==> src/rtl/pmpb_pkg.sv <==
package pmpb_pkg;

  typedef enum logic [1:0] {
    MODE_OFF   = 2'd0,
    MODE_TOR   = 2'd1,
    MODE_NA4   = 2'd2,
    MODE_NAPOT = 2'd3
  } match_mode_e;

  typedef struct packed {
    logic        lock;
    logic [1:0]  spare;
    match_mode_e mode;
    logic        x;
    logic        w;
    logic        r;
  } entry_cfg_t;

  localparam int CFG_W = 8;

  function automatic entry_cfg_t cfg_reset_value(input entry_cfg_t c);
    entry_cfg_t o;
    o      = c;
    o.lock = 1'b0;
    o.mode = MODE_OFF;
    return o;
  endfunction

endpackage

==> src/rtl/pmpb_entry.sv <==
module pmpb_entry
  import pmpb_pkg::*;
#(
  parameter int ADDR_W = 32
) (
  input  logic              clk,
  input  logic              rst,
  input  logic              cfg_we,
  input  logic              addr_we,
  input  logic [ADDR_W-1:0] wr_data,
  output entry_cfg_t        cfg_q,
  output entry_cfg_t        cfg_d,
  output logic [ADDR_W-1:0] addr_q
);

  always_comb begin
    if (rst)
      cfg_d = cfg_reset_value(cfg_q);
    else if (cfg_we)
      cfg_d = entry_cfg_t'(wr_data[CFG_W-1:0]);
    else
      cfg_d = cfg_q;
  end

  always_ff @(posedge clk) begin
    cfg_q <= cfg_d;
  end

  always_ff @(posedge clk) begin
    if (addr_we)
      addr_q <= wr_data;
  end

endmodule

==> src/rtl/pmpb_wr_ctrl.sv <==
module pmpb_wr_ctrl
  import pmpb_pkg::*;
#(
  parameter int NUM_ENTRIES = 16,
  parameter int IDX_W       = 5
) (
  input  logic                   rst,
  input  logic                   wr_valid,
  input  logic                   wr_sel,
  input  logic [IDX_W-1:0]       wr_index,
  input  entry_cfg_t             cfg_q [NUM_ENTRIES],
  output logic                   wr_accept,
  output logic [NUM_ENTRIES-1:0] cfg_we,
  output logic [NUM_ENTRIES-1:0] addr_we
);

  logic [NUM_ENTRIES-1:0] hit;
  logic [NUM_ENTRIES-1:0] own_lock;
  logic [NUM_ENTRIES-1:0] upper_guard;
  logic                   idx_ok;
  logic                   tgt_locked;
  logic                   tgt_guarded;

  for (genvar i = 0; i < NUM_ENTRIES; i++) begin : g_slot
    localparam logic [IDX_W-1:0] SLOT = IDX_W'(i);
    assign hit[i]      = (wr_index == SLOT);
    assign own_lock[i] = cfg_q[i].lock;
    if (i < NUM_ENTRIES - 1) begin : g_upper
      assign upper_guard[i] = cfg_q[i+1].lock && (cfg_q[i+1].mode == MODE_TOR);
    end else begin : g_top
      assign upper_guard[i] = 1'b0;
    end
  end

  assign idx_ok      = (int'(wr_index) < NUM_ENTRIES);
  assign tgt_locked  = |(hit & own_lock);
  assign tgt_guarded = |(hit & upper_guard);

  always_comb begin
    wr_accept = wr_valid && !rst && idx_ok && !tgt_locked;
    if (wr_sel && tgt_guarded)
      wr_accept = 1'b0;
  end

  assign cfg_we  = (wr_accept && !wr_sel) ? hit : '0;
  assign addr_we = (wr_accept &&  wr_sel) ? hit : '0;

endmodule

==> src/rtl/pmpb_summary.sv <==
module pmpb_summary
  import pmpb_pkg::*;
#(
  parameter int NUM_ENTRIES = 16,
  parameter int CNT_W       = 5
) (
  input  logic             clk,
  input  entry_cfg_t       cfg_d [NUM_ENTRIES],
  output logic [CNT_W-1:0] active_rules,
  output logic             any_locked
);

  logic [CNT_W-1:0] cnt_nxt;
  logic             lock_nxt;

  always_comb begin
    cnt_nxt  = '0;
    lock_nxt = 1'b0;
    for (int i = 0; i < NUM_ENTRIES; i++) begin
      cnt_nxt  = cnt_nxt + CNT_W'(cfg_d[i].mode != MODE_OFF);
      lock_nxt = lock_nxt | cfg_d[i].lock;
    end
  end

  always_ff @(posedge clk) begin
    active_rules <= cnt_nxt;
    any_locked   <= lock_nxt;
  end

endmodule

==> src/rtl/pmpb_bank.sv <==
module pmpb_bank
  import pmpb_pkg::*;
#(
  parameter int NUM_ENTRIES = 16,
  parameter int ADDR_W      = 32,
  parameter int IDX_W       = 5,
  localparam int CNT_W      = $clog2(NUM_ENTRIES + 1)
) (
  input  logic                          clk,
  input  logic                          rst,
  input  logic                          wr_valid,
  input  logic                          wr_sel,
  input  logic [IDX_W-1:0]              wr_index,
  input  logic [ADDR_W-1:0]             wr_data,
  input  logic                          priv_machine,
  output logic                          wr_accept,
  output logic [NUM_ENTRIES*8-1:0]      cfg_bus,
  output logic [NUM_ENTRIES*ADDR_W-1:0] addr_bus,
  output logic [CNT_W-1:0]              active_rules,
  output logic                          any_locked,
  output logic                          check_req
);

  entry_cfg_t             cfg_q [NUM_ENTRIES];
  entry_cfg_t             cfg_d [NUM_ENTRIES];
  logic [NUM_ENTRIES-1:0] cfg_we;
  logic [NUM_ENTRIES-1:0] addr_we;

  pmpb_wr_ctrl #(
    .NUM_ENTRIES(NUM_ENTRIES),
    .IDX_W      (IDX_W)
  ) u_wr_ctrl (
    .rst      (rst),
    .wr_valid (wr_valid),
    .wr_sel   (wr_sel),
    .wr_index (wr_index),
    .cfg_q    (cfg_q),
    .wr_accept(wr_accept),
    .cfg_we   (cfg_we),
    .addr_we  (addr_we)
  );

  for (genvar i = 0; i < NUM_ENTRIES; i++) begin : g_entry
    pmpb_entry #(.ADDR_W(ADDR_W)) u_entry (
      .clk    (clk),
      .rst    (rst),
      .cfg_we (cfg_we[i]),
      .addr_we(addr_we[i]),
      .wr_data(wr_data),
      .cfg_q  (cfg_q[i]),
      .cfg_d  (cfg_d[i]),
      .addr_q (addr_bus[i*ADDR_W +: ADDR_W])
    );
    assign cfg_bus[i*8 +: 8] = cfg_q[i];
  end

  pmpb_summary #(
    .NUM_ENTRIES(NUM_ENTRIES),
    .CNT_W      (CNT_W)
  ) u_summary (
    .clk         (clk),
    .cfg_d       (cfg_d),
    .active_rules(active_rules),
    .any_locked  (any_locked)
  );

  assign check_req = (active_rules != '0) && (!priv_machine || any_locked);

endmodule

==> config.mk <==
export PLATFORM = sky130hd
export DESIGN_NAME = pmpb_bank
export DESIGN_NICKNAME = d
export VERILOG_FILES = /design/src/rtl/pmpb_pkg.sv /design/src/rtl/pmpb_entry.sv /design/src/rtl/pmpb_wr_ctrl.sv /design/src/rtl/pmpb_summary.sv /design/src/rtl/pmpb_bank.sv
export SDC_FILE = /design/constraint.sdc
export NUM_CORES = 1
export LEC_CHECK = 0
export CORE_AREA = 2 2 266 268
export DETAILED_ROUTE_END_ITERATION = 6
export DIE_AREA = 0 0 268 270
export DONT_BUFFER_PORTS = 1
export GPL_TIMING_DRIVEN = 0
export PLACE_DENSITY = 0.42
export SLEW_MARGIN = 20
export SYNTH_ARGS = -nofsm -noshare
export SYNTH_HDL_FRONTEND = slang
export SYNTH_SLANG_ARGS = --single-unit
==> constraint.sdc <==
create_clock -name clk -period 6.3 [get_ports clk]
set_input_delay 0.315 -clock clk [delete_from_list [all_inputs] [get_ports clk]]
set_output_delay 0.315 -clock clk [all_outputs]
set_load 0.005 [all_outputs]
# [Word-level counts from Yosys, hierarchy flattened]
# Index checks and enable logic that the tools add are counted.
[totals] regBits=646 latchBits=0 mem_bits_rw=0 rom_bits=0 input_bits=42 elab_cells=276 memories=0
[op_classes] addsub=15 mul=0 n_div=0 order_cmp=1 eq_ne=30 shifts=0 muxes=35 n_bitwise=18 reduce_logical=63
[ops] op="8-bit 2-to-1 mux" n=32
[ops] op="5-bit by 1-bit adder with 5-bit output" n=14
[ops] op="5-bit by 4-bit equality test with 1-bit output, second input constant" n=8
[ops] op="16-bit 2-to-1 mux" n=2
[ops] op="2-bit AND reduction" n=16
[ops] op="2-bit nonzero test" n=16
[ops] op="16-bit OR reduction" n=2
[ops] op="2-bit by 1-bit equality test with 1-bit output, second input constant" n=15
[ops] op="1-bit logical AND" n=22
[ops] op="5-bit by 3-bit equality test with 1-bit output, second input constant" n=4
[ops] op="16-bit by 15-bit bitwise AND with 16-bit output" n=1
[ops] op="16-bit bitwise AND" n=1
[ops] op="1-bit bitwise OR" n=15
[ops] op="5-bit by 2-bit equality test with 1-bit output, second input constant" n=2
[ops] op="5-bit by 1-bit equality test with 1-bit output, second input constant" n=1
[ops] op="5-bit zero test" n=1
[ops] op="5-bit < comparator, second input constant" n=1
[ops] op="5-bit nonzero test" n=1
[ops] op="1-bit zero test" n=4
[ops] op="1-bit by 1-bit adder with 2-bit output" n=1
[ops] op="1-bit logical OR" n=1
[ops] op="1-bit 2-to-1 mux" n=1
[ops] op="1-bit NOT" n=1

# [Logic depth before layout (Yosys ltp)]
# Gate-level depths: netlist of the first run.
[logic_depth] ltp_word=26 depth_mapped=19 mapped_depth_nobuf=16

# [Hierarchy]
# A second synthesis of the first run with hierarchy kept.
[hier_totals] cells_unflattened=1011 area_unflattened_um2=21335.5
[modules_own_cells] mod="pmpb_entry" instances=16 cells_per_inst=52 area_each_um2=1247.4 seq_area_each_um2=1121.1
[modules_own_cells] mod="pmpb_wr_ctrl" instances=1 cells_per_inst=117 area_each_um2=759.5 seq_area_each_um2=0.0
[modules_own_cells] mod="pmpb_summary" instances=1 cells_per_inst=58 area_each_um2=591.8 seq_area_each_um2=120.1
[modules_own_cells] mod="pmpb_bank" instances=1 cells_per_inst=4 area_each_um2=25.0 seq_area_each_um2=0.0

# [Worst setup path before layout of the first run]
# No wires, ideal clock.
[synth_path] path_kind="input to register" from="input rst" to="register u_summary.active_rules[4]" arrival_ns=5.437 required_ns=6.185 slack_ns=0.747 path_stages=18 n_path_buf=2 cell_sequence="clkbuf_1 > nor3b_2 > o41ai_1 > or4_1 > buf_4 > nor3_2 > mux2i_1 > ha_1 > fa_1 > fa_1 > fa_1 > inv_1 > fa_1 > inv_1 > fa_1 > fa_1 > a21oi_1 > nor2b_1"
[synth_between] elab_chain_len=25 word_cells_on_any_way=70 cone_classes="add/sub: 15; mux: 34; reduce/logical: 21"
[synth_rtl] element="from (decl)" line="pmpb_bank.sv:10" rtl="input logic rst,"
[synth_rtl] element="1-bit zero test" line="pmpb_wr_ctrl.sv:40" rtl="wr_accept = wr_valid && !rst && idx_ok && !tgt_locked;"
[synth_rtl] element="1-bit logical AND (3 in a row)" line="pmpb_wr_ctrl.sv:40"
[synth_rtl] element="1-bit 2-to-1 mux" line="pmpb_wr_ctrl.sv:41" rtl="if (wr_sel && tgt_guarded)"
[synth_rtl] element="1-bit logical AND" line="pmpb_wr_ctrl.sv:45" rtl="assign cfg_we = (wr_accept && !wr_sel) ? hit : '0;"
[synth_rtl] element="16-bit 2-to-1 mux" line="pmpb_wr_ctrl.sv:45"
[synth_rtl] element="8-bit 2-to-1 mux" line="pmpb_entry.sv:19" rtl="else if (cfg_we)"
[synth_rtl] element="8-bit 2-to-1 mux" line="pmpb_entry.sv:17" rtl="if (rst)"
[synth_rtl] element="2-bit nonzero test" line="pmpb_summary.sv:20" rtl="cnt_nxt = cnt_nxt + CNT_W'(cfg_d[i].mode != MODE_OFF);"
[synth_rtl] element="1-bit by 1-bit adder with 2-bit output" line="pmpb_summary.sv:20"
[synth_rtl] element="5-bit by 1-bit adder with 5-bit output (13 in a row)" line="pmpb_summary.sv:20"
[synth_rtl] element="5-bit by 1-bit adder with 5-bit output (*)" line="pmpb_summary.sv:20"
[synth_rtl] element="named net u_summary.cnt_nxt[4]" line="pmpb_summary.sv:13" rtl="logic [CNT_W-1:0] cnt_nxt;"
[synth_rtl] element="to (signal assigned)" line="pmpb_summary.sv:26" rtl="active_rules <= cnt_nxt;"
[synth_rtl] element="to (decl)" line="pmpb_summary.sv:9" rtl="output logic [CNT_W-1:0] active_rules,"
# The timed path passes the listed nets; every way through them passes the cells marked *.
# A chain may end at the register's enable or synchronous reset.

# [Worst setup path in the final report of the first run]
[layout_path] from="register g_entry[13].u_entry.cfg_q[7] (netlist name)" to="register u_summary.active_rules[4]"
[layout_between] elab_chain_len=25 word_cells_on_any_way=74 cone_classes="add/sub: 15; mux: 34; bitwise: 2; reduce/logical: 23"
[layout_rtl] element="16-bit bitwise AND / 1-bit logical AND (equally long branches)" line="pmpb_wr_ctrl.sv:36, pmpb_wr_ctrl.sv:29"
[layout_rtl] element="16-bit OR reduction / 16-bit by 15-bit bitwise AND with 16-bit output (equally long branches)" line="pmpb_wr_ctrl.sv:36, pmpb_wr_ctrl.sv:37"
[layout_rtl] element="1-bit zero test / 16-bit OR reduction (equally long branches)" line="pmpb_wr_ctrl.sv:40, pmpb_wr_ctrl.sv:37"
[layout_rtl] element="1-bit logical AND, on equally long branches" line="pmpb_wr_ctrl.sv:40, pmpb_wr_ctrl.sv:41"
[layout_rtl] element="1-bit 2-to-1 mux (*)" line="pmpb_wr_ctrl.sv:41"
[layout_rtl] element="1-bit logical AND (*)" line="pmpb_wr_ctrl.sv:45"
[layout_rtl] element="16-bit 2-to-1 mux (*)" line="pmpb_wr_ctrl.sv:45"
[layout_rtl] element="8-bit 2-to-1 mux" line="pmpb_entry.sv:19"
[layout_rtl] element="8-bit 2-to-1 mux" line="pmpb_entry.sv:17"
[layout_rtl] element="2-bit nonzero test" line="pmpb_summary.sv:20"
[layout_rtl] element="1-bit by 1-bit adder with 2-bit output" line="pmpb_summary.sv:20"
[layout_rtl] element="5-bit by 1-bit adder with 5-bit output (13 in a row)" line="pmpb_summary.sv:20"
[layout_rtl] element="5-bit by 1-bit adder with 5-bit output (*)" line="pmpb_summary.sv:20"
[layout_rtl] element="named net u_summary.cnt_nxt[4]" line="pmpb_summary.sv:13"
# Marks and branches as above.

==> reports/metrics.csv, run 1 <==
metric,value,unit
synth_cell_types,54,
syn_avg_cell_area,20.32,µm²
vias_per_cell,4.909,
setup_violations,0,
relSlewSlack,0.2960,
pin_count,690,
rsz0062_at_grt,no,
cp_max_fo,10,
yosysMostFrequentCell,edfxtp_1,
cap_viol_max_count,0,
fin_worst_skew,0.02753,ns
port_buffers,0,
core-area,69540,µm²
cp_num_buf_inv,4,
hp-class,input pin to flop,
antenna_found_initial,1,
cts.sinks,646,
slowest_delay,0.55,ns
drtIter0Drc,1218,
detail_route.wl_per_cell,32.93,µm
crit_path_start_kind,flop,
drtPass1Iterations,5,
max-clock-path-buffers,3,
track_usage,0.1994,
final-max-slew-violation-count,0,
cp_top_family,adder cells,
syn2layout_area_growth,22.16,%
fillers,6404,
drc_errors,0,
ant_nets,0,
synth_area,21440,µm²
ir_worst_vdd,0.1691,mV
crit_top_cell,fa_1,
pre_cts_ws,-0.07553,ns
synthFlopType,edfxtp_1,
die_w,268,µm
routed_wl,74180,µm
finalNetCount,1313,
clock_latency,0.61,ns
seq_power_share,0.525,
globalplace.congestion,0.9088,
ys_warn_count,0,
rows,97,
numCtsBuffers,69,
syn_nets,1112,
yosysSeqAreaShare,0.8795,
cp.required,6.80,ns
grt_pass1_vias,10818,
hold_violations,0,
layout-drive-gt1-share,0.1892,
p_int,7.141,mW
design_area,26190,µm²
start_util,0.3083,
worstMarginPinSlew,1.048,ns
die_h,270,µm
path_cells,"mux2i_1, o22ai_1, nor4_2, buf_2, buf_6, nand3_1, mux2i_1, ha_1, fa_1, fa_1, fa_1, inv_1, fa_1, inv_1, fa_1, fa_1, a21oi_1, nor2b_1",
vias,11059,
p_sw,1.788,mW
cp_slowest_cell,fa_1,
fin_util,0.3766,
setup_ws,0.3787,ns
swShare,0.2002,
path_class,flop to flop,
clock.fmax,0.1689,GHz
ctsHtreeMaxLevel,3,
dieArea,72360,µm²
power_leakage,8.677,nW
placed_area,23430,µm²
grt_overflow,0,
power_density,340.9,nW/µm²
grt_max_degree,33,
status,"complete, no violations",
clk_pin_slew,0.06,ns
synth_top_area_frac,0.8291,
arrival,6.42,ns
p_total,8.929,mW
async_flop_share,0,
cts_setup_buffers,0,
fin_crit,5.921,ns
cts_tree,yes,
synth_edf_count,592,
clkPwrFrac,0.457,
fin_crit_sh,0.9399,
post-dp-hpwl,56320,µm
ys_ff_latch,646,
yosys-top-cells-area,"edfxtp_1 83%, dfxtp_1 5.0%, mux2i_1 1.7%",
synthTopCellsByCount,"592 x edfxtp_1, 58 x nor2_1, 54 x dfxtp_1, 37 x mux2i_1",
power_frac_comb,0.018,
grt_first_pass_wirelength,99010,µm
clock-root-buffer,clkbuf_16,
syn_inst,1055,
yosys.area.top_type,edfxtp_1,
cp-end-kind,flop,
[repair_timing]
item / CTS / global route
hold endpoints to repair: 604 / 0
hold buffers: 38 / 0
resized for setup: 0 / 4
setup endpoints to repair: 0 / 3
[cells in the final DEF (no fill, tap or decap), types with 8 or more instances in the layout]
master,count
clkbuf_16,70
edfxtp_1,592
dfxtp_1,54
clkinv_1,11
clkinv_2,11
buf_6,16
o21bai_1,9
a31oi_1,13
nand2b_1,28
clkbuf_1,33
buf_2,16
dlygate4sd3_1,31
nor3_2,19
fa_1,10
nor4_1,20
nor3_1,10
mux2i_1,37
o21ai_0,8
buf_4,79
nand2_1,28
a21oi_1,20
nor2_1,58
nand3_1,26
bufinv_16,8
inv_1,17
[final cells by class]
class	count	area, µm²	share of cell area
diodes	2	5.005	0.0001911
plain buffers	36	188.9	0.007213
clock buffers	87	1836	0.07008
clock inverters	39	462.9	0.01767
inverters	17	63.81	0.002436
multi-input cells	356	2440	0.09315
flip-flops and latches	646	18860	0.7200
well taps	940	1176	0.04490
repair buffers	130	1162	0.04438
[metrics by stage]
step,setup TNS (ns),hold WS (ns),std cells
after global placement,-1018.11,0.4145,1995
after floorplan,0,0.4139,1055
after CTS,0,0.04086,2251
after detailed placement,-0.1007,0.4143,2087
final,0,0.08039,2253
after global routing,0,0.08171,2251
[path summary, 6_finish.rpt]
kind | start | to | slack, ns | cells after the start
worst min register to register | g_entry[0].u_entry.cfg_q[3] | g_entry[0].u_entry.cfg_q[3] | 0.53 | 2
worst min-delay path | wr_data[7] | g_entry[8].u_entry.cfg_q[7] | 0.08 | 4
worst max-delay path | g_entry[13].u_entry.cfg_q[7] | u_summary.active_rules[4] | 0.38 | 18
worst max register to register | g_entry[13].u_entry.cfg_q[7] | u_summary.active_rules[4] | 0.38 | 18
[sequential cells by signal, summed over array words and instances, names as in the netlist]
signal                  count
g_entry.u_entry.addr_q    512
g_entry.u_entry.cfg_q     128
u_summary.active_rules      5
u_summary.any_locked        1
[kinds of logic after synthesis]
logic type	synth area share
flip-flops	0.8795
AND/OR/NAND/NOR	0.05666
AO/OA/AOI/OAI	0.02118
buffers and inverters	0.01179
multiplexers	0.01780
adder cells (fa/ha/maj)	0.01225
XOR/XNOR	0.0008171
[worst register-to-register path, cell delays in order, from the launching register on]
cell     delay (ns)
dfxtp_1        0.43
mux2i_1        0.19
o22ai_1        0.13
nor4_2         0.41
buf_2          0.30
buf_6          0.19
nand3_1        0.22
mux2i_1        0.34
ha_1           0.31
fa_1           0.52
fa_1           0.52
fa_1           0.55
inv_1          0.05
fa_1           0.54
inv_1          0.06
fa_1           0.46
fa_1           0.42
a21oi_1        0.16
nor2b_1        0.06
[power groups by stage]
stage	logic [mW]	registers [mW]	clock network, mW
floorplan	0.0483	4.77	0
global placement	0.0703	4.78	0
detailed placement	0.0731	4.78	0
CTS	0.164	4.69	4.17
global route	0.177	4.68	4.33
finish	0.164	4.69	4.08
[routing by layer]
| layer | GRT usage | vias up | share of wire |
|---|---|---|---|
| met5 | 0 | - | 0 |
| met4 | 0.05234 | 0 | 0.022 |
| met3 | 0.06601 | 101 | 0.092 |
| met2 | 0.3611 | 638 | 0.53 |
| met1 | 0.2227 | 5810 | 0.36 |
| li1 | - | 4510 | - |
No activity file was read; power rests on OpenSTA's default activity.
==> inputs of run 2 (changes only) <==
--- a/config.mk
+++ b/config.mk
@@ -5,12 +5,13 @@
 export SDC_FILE = /design/constraint.sdc
 export NUM_CORES = 1
 export LEC_CHECK = 0
+export ABC_AREA = 1
 export CORE_AREA = 2 2 266 268
 export DETAILED_ROUTE_END_ITERATION = 6
 export DIE_AREA = 0 0 268 270
 export DONT_BUFFER_PORTS = 1
 export GPL_TIMING_DRIVEN = 0
-export PLACE_DENSITY = 0.42
+export PLACE_DENSITY = 0.41
 export SLEW_MARGIN = 20
 export SYNTH_ARGS = -nofsm -noshare
 export SYNTH_HDL_FRONTEND = slang
==> constraint.sdc (replaced) <==
create_clock -name clk -period 7.1 [get_ports clk]
set_input_delay 0.355 -clock clk [delete_from_list [all_inputs] [get_ports clk]]
set_output_delay 0.355 -clock clk [all_outputs]
set_load 0.005 [all_outputs]
==> run 2 against run 1 <==
  * Clock power shrank 8.8%
  * Critical endpoint unchanged
  * Sequential share of layout area rose by 0.22 points
  * Global-route usage fell by 0.77 points
  * Clock skew grew 0.0035 ns
  * Highest routed layer unchanged
  * Combinational power is 22% lower
  * Area after synthesis down 0.18%
  * Flip-flop and latch count stayed put
  * Via count fell by 7.9%
==> reports/metrics.csv, run 2 <==
metric,value,unit,change
p_int,6.401,mW,-10%
clock.fmax,0.1760,GHz,+4.2%
hold_buffers,33,,-13%
core-area,69540,µm²,unchanged
crit_top_cell,fa_1,,
fillers,6369,,-0.55%
ys_warn_count,0,,unchanged
max-clock-path-buffers,3,,unchanged
hp-class,input pin to flop,,
syn_avg_cell_area,19.73,µm²,-2.9%
syn_inst,1085,,+2.8%
largest_register_ffs,512,,unchanged
grt_first_pass_wirelength,93960,µm,-5.1%
fin_crit,5.683,ns,-0.2379 ns
yosys-top-cells-area,"edfxtp_1 83%, dfxtp_1 5.1%, inv_1 2.3%",,
grtUsageMet1,0.2018,,-0.02092
yosys.area.top_type,edfxtp_1,,
synthFlopType,edfxtp_1,,
cp_slowest_cell,fa_1,,
cp_max_fo,10,,unchanged
setup_violations,0,,unchanged
path_class,flop to flop,,
synth_top_area_frac,0.8306,,+0.001502
synth_area,21400,µm²,-0.18%
die_w,268,µm,unchanged
power_density,306.4,nW/µm²,-10%
final_cell_mix,"592 x edfxtp_1, 129 x inv_1, 70 x clkbuf_16",,
cp-end-kind,flop,,
start_util,0.3078,,-0.0005577
power_frac_comb,0.016,,-0.002
seq_power_share,0.520,,-0.005
use_met3,0.08352,,+0.01751
crit_path_start_kind,flop,,
ctsHtreeMaxLevel,3,,unchanged
hold_violations,0,,unchanged
layout-drive-gt1-share,0.1665,,-0.02263
path_cells,"nand4_1, nand2_1, nor2_1, nand3_1, nor2_4, buf_6, nand3_4, o21ai_1, o21bai_1, inv_2, or2_1, ha_1, fa_1, fa_1, fa_1, inv_1, fa_1, inv_1, fa_1, fa_1, nand2_1, a21boi_0",,
antenna_found_initial,0,,-1
setup_ws,1.417,ns,+1.038 ns
cts.sinks,646,,unchanged
ys_ff_latch,646,,unchanged
synth_edf_count,592,,unchanged
rsz0062_at_grt,no,,
status,"complete, no violations",,
ctsResizeCount,0,,unchanged
ir_worst_vdd,0.1666,mV,-1.5%
post-dp-hpwl,52160,µm,-7.4%
clock_latency,0.61,ns,about the same
yosysSeqAreaShare,0.8811,,+0.001594
worstMarginPinSlew,0.8926,ns,-0.1553 ns
layout_commonest_cell,edfxtp_1,,
vias_per_cell,4.596,,-6.4%
swShare,0.2000,,-0.0002452
drtIter0Drc,947,,-22%
numCtsBuffers,69,,unchanged
design_area,26110,µm²,-0.31%
dieArea,72360,µm²,unchanged
clkPwrFrac,0.464,,+0.007
finalNetCount,1276,,-2.8%
syn2layout_area_growth,22.00,%,
ant_nets,0,,unchanged
fin_crit_sh,0.8005,,-0.1394
pre_cts_ws,0.8510,ns,+0.9266 ns
slowest_delay,0.57,ns,+0.02 ns
fin_util,0.3755,,-0.001169
busiest_layer,met2,,
grt_use_met2,0.3393,,-0.02175
regMostFlops,g_entry.u_entry.addr_q,,
p_total,8.001,mW,-10%
async_flop_share,0,,unchanged
clock-root-buffer,clkbuf_16,,
port_buffers,0,,unchanged
track_usage,0.1917,,-0.007740
cp.required,7.58,ns,+0.78 ns
fin_setup_tns,0,ns,unchanged
detail_route.wl_per_cell,32.18,µm,-2.3%
reg_top3,"g_entry.u_entry.addr_q x512, g_entry.u_entry.cfg_q x128, u_summary.active_rules x5",,
cap_viol_max_count,0,,unchanged
cts_tree,yes,,
drtPass1Iterations,5,,unchanged
syn_nets,1142,,+2.7%
yosysMostFrequentCell,edfxtp_1,,
routed_wl,71290,µm,-3.9%
relSlewSlack,0.4030,,+0.1070
synth_cell_types,38,,-30%
grt_max_degree,33,,unchanged
pin_count,690,,unchanged
clk_pin_slew,0.07,ns,about the same
synthTopCellsByCount,"592 x edfxtp_1, 129 x inv_1, 54 x dfxtp_1, 52 x nand2_1, 27 x nand4_1",,
cts_setup_buffers,0,,unchanged
placed_area,23380,µm²,-0.23%
power_leakage,8.852,nW,+2.0%
drc_errors,0,,unchanged
final-max-slew-violation-count,0,,unchanged
die_h,270,µm,unchanged
rows,97,,unchanged
p_sw,1.600,mW,-11%
arrival,6.16,ns,-0.26 ns
vias,10180,,-7.9%
fin_worst_skew,0.03102,ns,+0.003495 ns
grt_pass1_vias,10150,,-6.2%
globalplace.congestion,0.8221,,-9.5%
grt_overflow,0,,unchanged
## run 2: cell types whose count changed after synthesis, moves of 16 or more
| cell | delta |
|---|---|
| mux2i_1 | -37 |
| o21ai_1 | +16 |
| nor3_1 | -24 |
| nand2b_1 | -28 |
| nand4_1 | +24 |
| inv_1 | +112 |
| nand2_1 | +24 |
| nor2_1 | -37 |
## run 2: area by class of cell
class | instances | area (µm²) | share of cell area
inverter | 143 | 536.8 | 0.02056
clock inverter | 41 | 529.3 | 0.02027
multi-input combinational | 282 | 1951 | 0.07470
buffer | 14 | 102.6 | 0.003929
clock buffer | 84 | 1824 | 0.06986
timing repair buffer | 63 | 1129 | 0.04322
sequential | 646 | 18860 | 0.7222
antenna | 2 | 5.005 | 0.0001917
tap | 940 | 1176 | 0.04504
## run 2: cells by family after synthesis
group / synth area share
AO/OA/AOI/OAI: 0.01865
XOR/XNOR: 0.0008186
buffers and inverters: 0.02987
flip-flops: 0.8811
AND/OR/NAND/NOR: 0.05729
adder cells (fa/ha/maj): 0.01228
## run 2: per-layer routing
layer | share of wire | vias up | routed length, µm
met5 | 0 | - | 0
met4 | 0.029 | 0 | 2091
met3 | 0.099 | 97 | 7059
met2 | 0.52 | 525 | 37250
met1 | 0.35 | 5282 | 24880
li1 | - | 4276 | -
## run 2: critical path: cells and delay by family, from the launching register on
family          cells  cell delay (ns)
simple gates        8             1.04
compound gates      3             0.36
buf+inv             4             0.37
flops               1             0.38
fa+ha+maj           7             3.38
## run 2: power by group through the flow
stage | clock (mW) | combinational, mW | sequential (mW)
final | 3.72 | 0.128 | 4.16
after global routing | 3.95 | 0.139 | 4.16
after CTS | 3.80 | 0.129 | 4.16
after detailed placement | 0 | 0.0552 | 4.24
after global placement | 0 | 0.0527 | 4.24
after floorplan | 0 | 0.0373 | 4.24
## run 2: through the flow
step,hold slack [ns],instances
final,0.05167,2215
after global routing,0.03056,2213
after CTS,0.0003180,2213
after detailed placement,0.4544,2055
after global placement,0.4546,2025
after floorplan,0.4539,1085
## run 2: path summary, 6_finish.rpt
kind	from	cells past startpoint	endpoint	slack, ns
worst min register to register	g_entry[6].u_entry.cfg_q[3]	2	g_entry[6].u_entry.cfg_q[3]	0.53
worst max register to register	g_entry[2].u_entry.cfg_q[7]	22	u_summary.active_rules[4]	1.42
worst min-delay path	wr_data[1]	1	g_entry[13].u_entry.cfg_q[1]	0.05
worst max-delay path	g_entry[2].u_entry.cfg_q[7]	22	u_summary.active_rules[4]	1.42
